$ cat config.mk
export PLATFORM = sky130hd
export DESIGN_NAME = rtc_calendar
export DESIGN_NICKNAME = d
export VERILOG_FILES = /design/src/rtl/rtc_cal_pkg.sv /design/src/rtl/rtc_cal_counter.sv /design/src/rtl/rtc_ctrl_regs.sv /design/src/rtl/rtc_pie_gen.sv /design/src/rtl/rtc_calendar.sv
export SDC_FILE = /design/constraint.sdc
export NUM_CORES = 1
export LEC_CHECK = 0
export BUFFER_PORTS_ARGS = -buffer_cell sky130_fd_sc_hd__buf_4
export CORE_UTILIZATION = 52
export DETAILED_ROUTE_END_ITERATION = 6
export GPL_ROUTABILITY_DRIVEN = 0
export PLACE_DENSITY = 0.68
export SLEW_MARGIN = 20
export SYNTH_ARGS = -nofsm -noshare
export SYNTH_HDL_FRONTEND = slang
export SYNTH_SLANG_ARGS = --single-unit
$ cat constraint.sdc
create_clock -name clk -period 5.1 [get_ports clk]
set_input_delay 0 -clock clk [delete_from_list [all_inputs] [get_ports clk]]
set_output_delay 0 -clock clk [all_outputs]
set_load 0.02 [all_outputs]
$ cat src/rtl/rtc_cal_pkg.sv
package rtc_cal_pkg;

    localparam int BYTE_W  = 8;
    localparam int FIELD_N = 7;

    typedef logic [BYTE_W-1:0] byte_t;

    typedef enum logic [2:0] {
        F_SEC  = 3'd0,
        F_MIN  = 3'd1,
        F_HOUR = 3'd2,
        F_WDAY = 3'd3,
        F_MDAY = 3'd4,
        F_MON  = 3'd5,
        F_YEAR = 3'd6
    } field_e;

    // Seconds in the least significant byte so the packed view indexes by field_e.
    typedef struct packed {
        byte_t year;
        byte_t mon;
        byte_t mday;
        byte_t wday;
        byte_t hour;
        byte_t min;
        byte_t sec;
    } cal_t;

    typedef logic [FIELD_N-1:0][BYTE_W-1:0] cal_vec_t;

    typedef struct packed {
        logic       busy_flag;
        logic [2:0] tb_sel;
        logic [3:0] rate_sel;
    } ctl_a_t;

    typedef struct packed {
        logic upd_hold;
        logic per_irq_en;
        logic alarm_en;
        logic upd_irq_en;
        logic sqw_en;
        logic bin_mode;
        logic fmt_24h;
        logic dst_en;
    } ctl_b_t;

    localparam logic [2:0] TB_32K   = 3'b010;
    localparam logic [3:0] RATE_1K  = 4'b0110;

    localparam byte_t ADR_SEC  = 8'h00;
    localparam byte_t ADR_MIN  = 8'h02;
    localparam byte_t ADR_HOUR = 8'h04;
    localparam byte_t ADR_WDAY = 8'h06;
    localparam byte_t ADR_MDAY = 8'h07;
    localparam byte_t ADR_MON  = 8'h08;
    localparam byte_t ADR_YEAR = 8'h09;
    localparam byte_t ADR_CA   = 8'h0A;
    localparam byte_t ADR_CB   = 8'h0B;
    localparam byte_t ADR_CC   = 8'h0C;
    localparam byte_t ADR_CD   = 8'h0D;

    localparam cal_t CAL_RESET = '{
        year: 8'd0, mon: 8'd1, mday: 8'd1, wday: 8'd1,
        hour: 8'd0, min: 8'd0, sec: 8'd0
    };

    function automatic byte_t bin2bcd(byte_t v);
        byte_t tens;
        byte_t units;
        tens  = v / 8'd10;
        units = v % 8'd10;
        return byte_t'(tens << 4) + units;
    endfunction

    function automatic byte_t bcd2bin(byte_t v);
        return byte_t'(v[7:4]) * 8'd10 + byte_t'(v[3:0]);
    endfunction

    function automatic byte_t month_len(byte_t mon, logic [1:0] yr_lo);
        case (mon)
            8'd2:                    return (yr_lo == 2'b00) ? 8'd29 : 8'd28;
            8'd4, 8'd6, 8'd9, 8'd11: return 8'd30;
            default:                 return 8'd31;
        endcase
    endfunction

    // One-second advance with the full carry chain; out-of-range values wrap.
    function automatic cal_t cal_step(cal_t c);
        cal_t n;
        n = c;
        if (c.sec >= 8'd59) begin
            n.sec = 8'd0;
            if (c.min >= 8'd59) begin
                n.min = 8'd0;
                if (c.hour >= 8'd23) begin
                    n.hour = 8'd0;
                    n.wday = (c.wday >= 8'd7) ? 8'd1 : c.wday + 8'd1;
                    if (c.mday >= month_len(c.mon, c.year[1:0])) begin
                        n.mday = 8'd1;
                        if (c.mon >= 8'd12) begin
                            n.mon  = 8'd1;
                            n.year = (c.year >= 8'd99) ? 8'd0 : c.year + 8'd1;
                        end else begin
                            n.mon = c.mon + 8'd1;
                        end
                    end else begin
                        n.mday = c.mday + 8'd1;
                    end
                end else begin
                    n.hour = c.hour + 8'd1;
                end
            end else begin
                n.min = c.min + 8'd1;
            end
        end else begin
            n.sec = c.sec + 8'd1;
        end
        return n;
    endfunction

endpackage

$ cat src/rtl/rtc_cal_counter.sv
module rtc_cal_counter
    import rtc_cal_pkg::*;
(
    input  logic   clk,
    input  logic   rst,
    input  logic   adv_en,
    input  logic   wr_en,
    input  field_e wr_field,
    input  byte_t  wr_val,
    output cal_t   cal_q
);

    cal_vec_t wr_next;

    always_comb begin
        wr_next           = cal_vec_t'(cal_q);
        wr_next[wr_field] = wr_val;
    end

    // Host write has priority over the second advance.
    always_ff @(posedge clk) begin
        if (rst) begin
            cal_q <= CAL_RESET;
        end else if (wr_en) begin
            cal_q <= cal_t'(wr_next);
        end else if (adv_en) begin
            cal_q <= cal_step(cal_q);
        end
    end

endmodule

$ cat src/rtl/rtc_ctrl_regs.sv
module rtc_ctrl_regs
    import rtc_cal_pkg::*;
#(
    parameter bit BIN_MODE_RST = 1'b0
) (
    input  logic   clk,
    input  logic   rst,
    input  logic   wr_a,
    input  logic   rd_a,
    input  logic   wr_b,
    input  byte_t  wdata,
    output ctl_a_t reg_a,
    output ctl_b_t reg_b
);

    localparam ctl_a_t A_RESET = '{busy_flag: 1'b0, tb_sel: TB_32K, rate_sel: RATE_1K};
    localparam ctl_b_t B_RESET = '{
        upd_hold: 1'b0, per_irq_en: 1'b1, alarm_en: 1'b0, upd_irq_en: 1'b0,
        sqw_en: 1'b0, bin_mode: BIN_MODE_RST, fmt_24h: 1'b1, dst_en: 1'b0
    };

    always_ff @(posedge clk) begin
        if (rst) begin
            reg_a <= A_RESET;
            reg_b <= B_RESET;
        end else begin
            if (wr_a) begin
                reg_a.tb_sel   <= wdata[6:4];
                reg_a.rate_sel <= wdata[3:0];
            end
            if (rd_a) begin
                reg_a.busy_flag <= ~reg_a.busy_flag;
            end
            if (wr_b) begin
                reg_b <= ctl_b_t'(wdata);
            end
        end
    end

endmodule

$ cat src/rtl/rtc_pie_gen.sv
module rtc_pie_gen #(
    parameter int DIV = 1024
) (
    input  logic clk,
    input  logic rst,
    input  logic en,
    output logic irq
);

    localparam int            CW   = (DIV > 1) ? $clog2(DIV) : 1;
    localparam logic [CW-1:0] LAST = CW'(DIV - 1);

    logic [CW-1:0] cnt;

    always_ff @(posedge clk) begin
        if (rst || !en) begin
            cnt <= '0;
            irq <= 1'b0;
        end else begin
            irq <= (cnt == LAST);
            cnt <= (cnt == LAST) ? '0 : cnt + 1'b1;
        end
    end

endmodule

$ cat src/rtl/rtc_calendar.sv
module rtc_calendar
    import rtc_cal_pkg::*;
#(
    parameter int CLK_HZ       = 1048576,
    parameter int PIE_HZ       = 1024,
    parameter bit BIN_MODE_RST = 1'b0,
    parameter int ADDR_W       = 8
) (
    input  logic              clk,
    input  logic              rst,
    input  logic              sec_tick,
    input  logic              host_we,
    input  logic              host_re,
    input  logic [ADDR_W-1:0] host_addr,
    input  logic [7:0]        host_wdata,
    output logic [7:0]        host_rdata,
    output logic              irq_o
);

    localparam int PIE_DIV = CLK_HZ / PIE_HZ;

    ctl_a_t   reg_a;
    ctl_b_t   reg_b;
    cal_t     cal_q;
    cal_vec_t cal_vec;
    cal_vec_t cal_enc;
    field_e   fld_sel;
    logic     fld_hit;
    logic     hit_a;
    logic     hit_b;
    byte_t    wr_bin;
    byte_t    rd_mux;
    byte_t    rdata_q;

    // Address decode for the time bytes.
    always_comb begin
        fld_hit = 1'b1;
        fld_sel = F_SEC;
        case (host_addr)
            ADDR_W'(ADR_SEC):  fld_sel = F_SEC;
            ADDR_W'(ADR_MIN):  fld_sel = F_MIN;
            ADDR_W'(ADR_HOUR): fld_sel = F_HOUR;
            ADDR_W'(ADR_WDAY): fld_sel = F_WDAY;
            ADDR_W'(ADR_MDAY): fld_sel = F_MDAY;
            ADDR_W'(ADR_MON):  fld_sel = F_MON;
            ADDR_W'(ADR_YEAR): fld_sel = F_YEAR;
            default:           fld_hit = 1'b0;
        endcase
    end

    assign hit_a  = (host_addr == ADDR_W'(ADR_CA));
    assign hit_b  = (host_addr == ADDR_W'(ADR_CB));
    assign wr_bin = reg_b.bin_mode ? host_wdata : bcd2bin(host_wdata);

    rtc_cal_counter u_cal (
        .clk      (clk),
        .rst      (rst),
        .adv_en   (sec_tick && !reg_b.upd_hold),
        .wr_en    (host_we && fld_hit),
        .wr_field (fld_sel),
        .wr_val   (wr_bin),
        .cal_q    (cal_q)
    );

    rtc_ctrl_regs #(
        .BIN_MODE_RST (BIN_MODE_RST)
    ) u_ctrl (
        .clk   (clk),
        .rst   (rst),
        .wr_a  (host_we && hit_a),
        .rd_a  (host_re && hit_a),
        .wr_b  (host_we && hit_b),
        .wdata (host_wdata),
        .reg_a (reg_a),
        .reg_b (reg_b)
    );

    rtc_pie_gen #(
        .DIV (PIE_DIV)
    ) u_pie (
        .clk (clk),
        .rst (rst),
        .en  (reg_b.per_irq_en),
        .irq (irq_o)
    );

    // Host-side presentation of every field in the selected number form.
    assign cal_vec = cal_vec_t'(cal_q);
    for (genvar g = 0; g < FIELD_N; g++) begin : g_enc
        assign cal_enc[g] = reg_b.bin_mode ? cal_vec[g] : bin2bcd(cal_vec[g]);
    end

    always_comb begin
        rd_mux = '0;
        if (fld_hit) begin
            rd_mux = cal_enc[fld_sel];
        end else if (hit_a) begin
            rd_mux = {~reg_a.busy_flag, reg_a.tb_sel, reg_a.rate_sel};
        end else if (hit_b) begin
            rd_mux = byte_t'(reg_b);
        end
    end

    always_ff @(posedge clk) begin
        if (rst) begin
            rdata_q <= '0;
        end else if (host_re) begin
            rdata_q <= rd_mux;
        end
    end

    assign host_rdata = rdata_q;

endmodule

### After elaboration in Yosys (flattened, before gate mapping)

Cells that the tools add are included.

* add/sub/neg operators: 16
* multiply operators: 1
* div/mod/pow operators: 14
* magnitude comparators: 9
* equal/unequal tests: 14
* multiplexer cells: 40
* bitwise gates (word level): 1
* reductions and logical operators: 25

Operators by type and width (number)
* two-way mux 8 bit: 27
* two-way mux 56 bit: 2
* adder 8 x 1 -> 8 bit, second input constant: 7
* adder 8 bit: 7
* bitwise mux 56 bit: 1
* divider 8 x 4 -> 8 bit, second input constant: 7
* remainder unit 8 x 4 -> 8 bit, second input constant: 7
* == test 8 x 4 -> 1 bit, second input constant: 6
* two-way mux 48 bit: 1
* == test 8 x 3 -> 1 bit, second input constant: 5
* two-way mux 40 bit: 1
* two-way mux 32 bit: 1
* binary-select mux 8 bit (select 3 bit): 1
* demux 8 bit (select 3 bit): 1
* one-hot mux 3 bit (6 select lines): 1
* == test 8 x 2 -> 1 bit, second input constant: 2
* >= comparator 8 x 6 -> 1 bit, second input constant: 2
* two-way mux 16 bit: 1
* one-hot mux 8 bit (2 select lines): 1
* nonzero test 2 bit: 6
* adder 10 x 1 -> 10 bit, second input constant: 1
* == test 10 bit, second input constant: 1
* adder 8 x 4 -> 8 bit: 1
* >= comparator 8 x 3 -> 1 bit, second input constant: 1
* 22 further kinds: 29

* register bits after elaboration: 91
* logic and storage cells: 141

### Depth between registers and ports, before layout

* word-level depth: 16
* depth in mapped cells: 20

### Hierarchy

Synthesis repeated with hierarchy kept, for this count alone.

* cell total of the unflattened synthesis: 1564
* area total of the unflattened synthesis: 11071.9 um2

Modules (own cells, without submodules)
* rtc_calendar: times used 1, cells an instance 1046, area each 6786.5 um2, sequential area each 160.2 um2
* rtc_cal_counter: times used 1, cells an instance 412, area each 3213.1 um2, sequential area each 1121.1 um2
* rtc_ctrl_regs: times used 1, cells an instance 52, area each 593.1 um2, sequential area each 320.3 um2
* rtc_pie_gen: times used 1, cells an instance 54, area each 479.2 um2, sequential area each 220.2 um2

### Worst setup path before layout

No wires, ideal clock.

* kind: register to register
* start point: register, netlist name u_cal.cal_q[22]
* end point: register rdata_q[5], in the netlist host_rdata[5]
* library setup time: 0.134 ns
* arrival time: 3.709 ns
* required time: 4.966 ns
* setup slack: 1.256 ns
* cell stages (with the launch flop): 20
* buffers on the path: 2
* period minus slack after synthesis: 3.844 ns
* path through: dfxtp_1 > buf_6 > nor2b_4 > buf_6 > a22o_1 > a211o_1 > o21ai_0 > nand2_1 > ha_1 > maj3_1 > nor4_1 > inv_1 > fa_1 > nor2_1 > a21oi_1 > o21ai_0 > a21oi_1 > o21ai_0 > a222oi_1 > a211oi_1

* longest elaborated chain between the ends: 6
* elaborated cells on any way between the ends: 7

RTL lines
* divider 8 x 4 -> 8 bit / remainder unit 8 x 4 -> 8 bit (equally long branches): line rtc_cal_pkg.sv:71, rtc_cal_pkg.sv:72
* adder 8 bit (*): line rtc_cal_pkg.sv:73 `return byte_t'(tens << 4) + units;`
* two-way mux 8 bit (*): line rtc_calendar.sv:90 `assign cal_enc[g] = reg_b.bin_mode ? cal_vec[g] : bin2bcd(cal_vec[g]);`
* binary-select mux 8 bit (select 3 bit) (*): line rtc_calendar.sv:96 `rd_mux = cal_enc[fld_sel];`
* two-way mux 8 bit (implied by the code) (*): line rtc_calendar.sv:96
* two-way mux 8 bit (*): line rtc_calendar.sv:95 `if (fld_hit) begin`
* end signal: assignment: line rtc_calendar.sv:108 `rdata_q <= rd_mux;`
* end: declaration: line rtc_calendar.sv:33 `byte_t rdata_q;`

Every way passes the cells marked *; elsewhere a longest branch is shown, timed or not. The select of a mux whose other input is x is not followed.
A chain may end at the register's enable or synchronous reset.

### Worst setup path in the final report

* start point: register, netlist name u_cal.cal_q[14]
* end point: register rdata_q[6], in the netlist host_rdata[6]

* longest elaborated chain between the ends: 6
* elaborated cells on any way between the ends: 7

RTL lines (line)
* divider 8 x 4 -> 8 bit / remainder unit 8 x 4 -> 8 bit (equally long branches): rtc_cal_pkg.sv:71, rtc_cal_pkg.sv:72
* adder 8 bit: rtc_cal_pkg.sv:73
* two-way mux 8 bit (*): rtc_calendar.sv:90
* binary-select mux 8 bit (select 3 bit) (*): rtc_calendar.sv:96
* two-way mux 8 bit (implied by the code) (*): rtc_calendar.sv:96
* two-way mux 8 bit (*): rtc_calendar.sv:95

Marks and branches as above.

==> metrics.md <==
| Metric | Value |
|---|---|
| Post-Synth Adder-Cell Area | `7.97%` |
| Post-DP HPWL | `26800 um` |
| Largest family of logic cells by synthesized area | `compound AO/OA/AOI/OAI gates` |
| Die area | `0.0232 sq mm` |
| DR vias | `12583` |
| Static Leak | `4.48 nW` |
| Gr ovfl total | `0` |
| Clock Skews | `12.7 ps` |
| Vias in the first global route | `11472` |
| XOR/XNOR Fraction of Synth Area | `5.56%` |
| Crit start category | `flop` |
| Synth Cell Area | `0.0118 sq mm` |
| Number of flops mapped to enable cells by yosys | `0` |
| Crit path time final | `4650 ps` |
| Yosys reg bits | `91` |
| Antenna violations before repair | `0` |
| Initial Util | `53.4%` |
| Register area share after synthesis | `15.5%` |
| Final hold vios | `0` |
| Clock slew at reported path FFs | `80 ps` |
| Final worst setup slack | `454 ps` |
| Die height | `152 um` |
| Mux cell area share after synthesis | `1.87%` |
| Least-Margin Pin Slew | `1180 ps` |
| Slew headroom | `20.9%` |
| Switching pwr | `0.507 mW` |
| PortBufs | `29` |
| DR iter-0 viols | `1174` |
| Die W | `152 um` |
| Fraction of layout cells with a size suffix above 1 | `8.81%` |
| Seq pwr share | `42.7%` |
| Setup bufs post-CTS | `0` |
| Worst Setup End Kind | `flop` |
| Cells after Synth | `1644` |
| Worst slack, placed | `423 ps` |
| Clk Latency, worst-skew pair | `370 ps` |
| Setup CP Type | `reg2reg` |
| H-tree depth | `3` |
| RSZ-0062 raised after global routing | `false` |
| Switching Fraction | `29.5%` |
| Top FF cell, synth | `dfxtp_1` |
| Worst EP required | `5310 ps` |
| Ports | `30` |
| Layout overhead on the synthesized area | `4.09%` |
| Placed Cells | `1845` |
| Routed WL | `37100 um` |
| Asr flop ratio synth | `0%` |
| TritonCTS clock tree | `yes` |
| Clock buffer depth | `2` |
| Worst IR Drop VDD | `0.173 mV` |
| YS warnings | `0` |
| Root buffer cell | `clkbuf_16` |
| Clock power frac | `43.4%` |
| Final period utilization | `91.1%` |
| Syn_nets | `1732` |
| Worst Path Arrival | `4860 ps` |
| Setup-failing EPs final | `0` |
| Fin. max-slew vios | `0` |
| Synth cell types | `112` |
| Final #Nets | `1673` |
| N_diodes | `0` |
| Drc violations | `0` |
| Simple-Gate Fraction of Synth Area | `27.3%` |
| Pin count of the biggest net entering global routing | `82` |
| Final std cells w/o fill | `1870` |
| Total of max-cap violations | `0` |
| Gate power share | `13.9%` |
| Cell Pwr Density | `140 mW/mm^2` |
| Cell Int Power | `1.21 mW` |
| Cts bufs inserted | `9` |
| Core area | `0.0220 sq mm` |
| DR WL/cell | `19.8 um` |
| Clock sinks | `91` |
| Outcome | `complete, no violations` |
| Syn Area/Cell | `7.16 sq um` |
| Synth Area in Compound Gates | `33.0%` |
| Crit path max fanout | `26` |
| Vias per cell | `6.73` |
| First-pass GRT wire length | `61100 um` |
| First-pass detailed-route iteration total | `6` |
| Hold Crit Class | `in2reg` |
| Max Freq | `215 MHz` |
| # rows | `54` |
| Setup TNS | `0 ps` |
| Total GRT Usage | `31.9%` |
| ANT nets after route | `0` |
==> Yosys cell counts, types with 7 or more instances <==
master      n  share of area, %
and3_1     19               1.0
a21oi_1   118               5.0
a22oi_1    30               1.9
a211oi_1   35               2.2
o22ai_1    17              0.90
ha_1       58               6.2
clkbuf_1   64               2.0
o31ai_1    15              0.96
o21ai_0    98               4.2
nor3_1     37               1.6
buf_2      39               1.7
a221oi_1   24               1.8
nor4b_1     7              0.52
xnor2_1    37               2.8
mux2i_1    13               1.1
a32oi_1     7              0.52
inv_1      75               2.4
nor3b_1    19               1.2
or3_1       7              0.37
a31oi_1    23               1.2
o211ai_1   15              0.96
and2_1     12              0.64
fa_1        9               1.5
nand3b_1   11              0.70
buf_1      11              0.35
o21ai_1     7              0.30
o221ai_1   15               1.1
nand2_1   140               4.5
a22o_1      7              0.52
nand2b_1   42               2.2
nor2b_1    28               1.5
clkbuf_8   10               1.2
nor2_1    159               5.1
dfxtp_1    91                15
o21a_1      8              0.51
nor4_1     11              0.59
xor2_1     35               2.6
a21o_1     15              0.96
a211o_1    17               1.3
a311oi_1   10              0.74
nand3_1    67               2.9
==> logic make-up (layout without fill, tap and decap cells) <==
kind of cell    count (synthesis)  count (layout)
simple gates                  617             617
compound gates                556             556
buf+inv                       217             163
flops                          91              91
xor+xnor                       73              73
fa+ha+maj                      70              70
mux                            20              20
==> path summary, 6_finish.rpt <==
kind	start	to	slack, ps	cells after the start
max	u_cal.cal_q[14]	host_rdata[6]	450	18
min	host_we	u_ctrl.reg_a[6]	40	3
max reg2reg	u_cal.cal_q[14]	host_rdata[6]	450	18
min reg2reg	u_ctrl.reg_a[4]	u_ctrl.reg_a[4]	460	2
==> state kept, by name, indices dropped and copies added, names as in the netlist <==
| signal | flops |
|---|---|
| u_cal.cal_q | 56 |
| u_pie.cnt | 10 |
| host_rdata | 8 |
| u_ctrl.reg_a | 8 |
| u_ctrl.reg_b | 8 |
| u_pie.irq | 1 |
==> placed cells by master, fill, tap and decap left out, types with 17 or more instances in the layout <==
cell and instances:
buf_4 58, a211oi_1 35, ha_1 58, a211o_1 17, o21ai_0 98, a21oi_1 118, a31oi_1 23, nor2b_1 28
nand3_1 67, dfxtp_1 89, a22oi_1 30, nand2b_1 42, a221oi_1 24, nor2_1 159, nor3b_1 19, nand2_1 140
o22ai_1 17, and3_1 19, inv_1 75, xor2_1 35, xnor2_1 37, nor3_1 36
==> power by group through the flow <==
stage	sequential (mW)	clock (mW)	combinational (mW)
final	0.735	0.745	0.238
after global routing	0.735	0.771	0.254
after CTS	0.734	0.738	0.231
after detailed placement	0.750	0	0.224
after global placement	0.750	0	0.222
after floorplan	0.744	0	0.146
==> repair_timing <==
action	in CTS	in global routing
endpoints found under the hold margin	15	0
resized for setup	0	1
endpoints found under the setup margin	0	1
hold buffers	9	0
==> per-stage QoR <==
step	instance area, sq um	util, %	total power [mW]	hold WS (ps)
6_report	12200	55.6	1.72	41.3
5_1_grt	12200	55.6	1.76	52.8
4_1_cts	12200	55.6	1.70	34.9
3_5_place_dp	11800	53.7	0.974	303
3_3_place_gp	11800	53.7	0.972	294
2_1_floorplan	11800	-	0.890	118
==> metal layers <==
layer | global-route usage (%) | vias to the layer above | share of wire (%)
met5 | 0 | - | 0
met1 | 44.0 | 5879 | 43
met2 | 50.9 | 645 | 45
met4 | 11.5 | 0 | 3.1
met3 | 4.04 | 82 | 9.4
li1 | - | 5977 | -
==> final cells by class <==
class,instances,area [sq um]
repair buffers,67,526
well taps,280,350
fillers,2128,9780
clock buffers,10,239
flip-flops and latches,91,1820
clock inverters,6,78.8
multi-input cells,1336,8930
inverters,80,300
==> critical path, stage by stage, from the launching register on <==
cell       delay, ps
dfxtp_1          930
and2b_1          290
xnor2_1           90
o211ai_2         280
inv_1            100
o21ai_0          150
a2bb2oi_1        120
ha_1             210
nor3_1           260
inv_1            100
fa_1             410
xor2_1           130
o21ai_0          150
a22oi_1          220
o21ai_0          120
a21oi_1          250
o221ai_1         200
a222oi_1         350
a211oi_1         120
No activity file was read; power rests on OpenSTA's default activity.
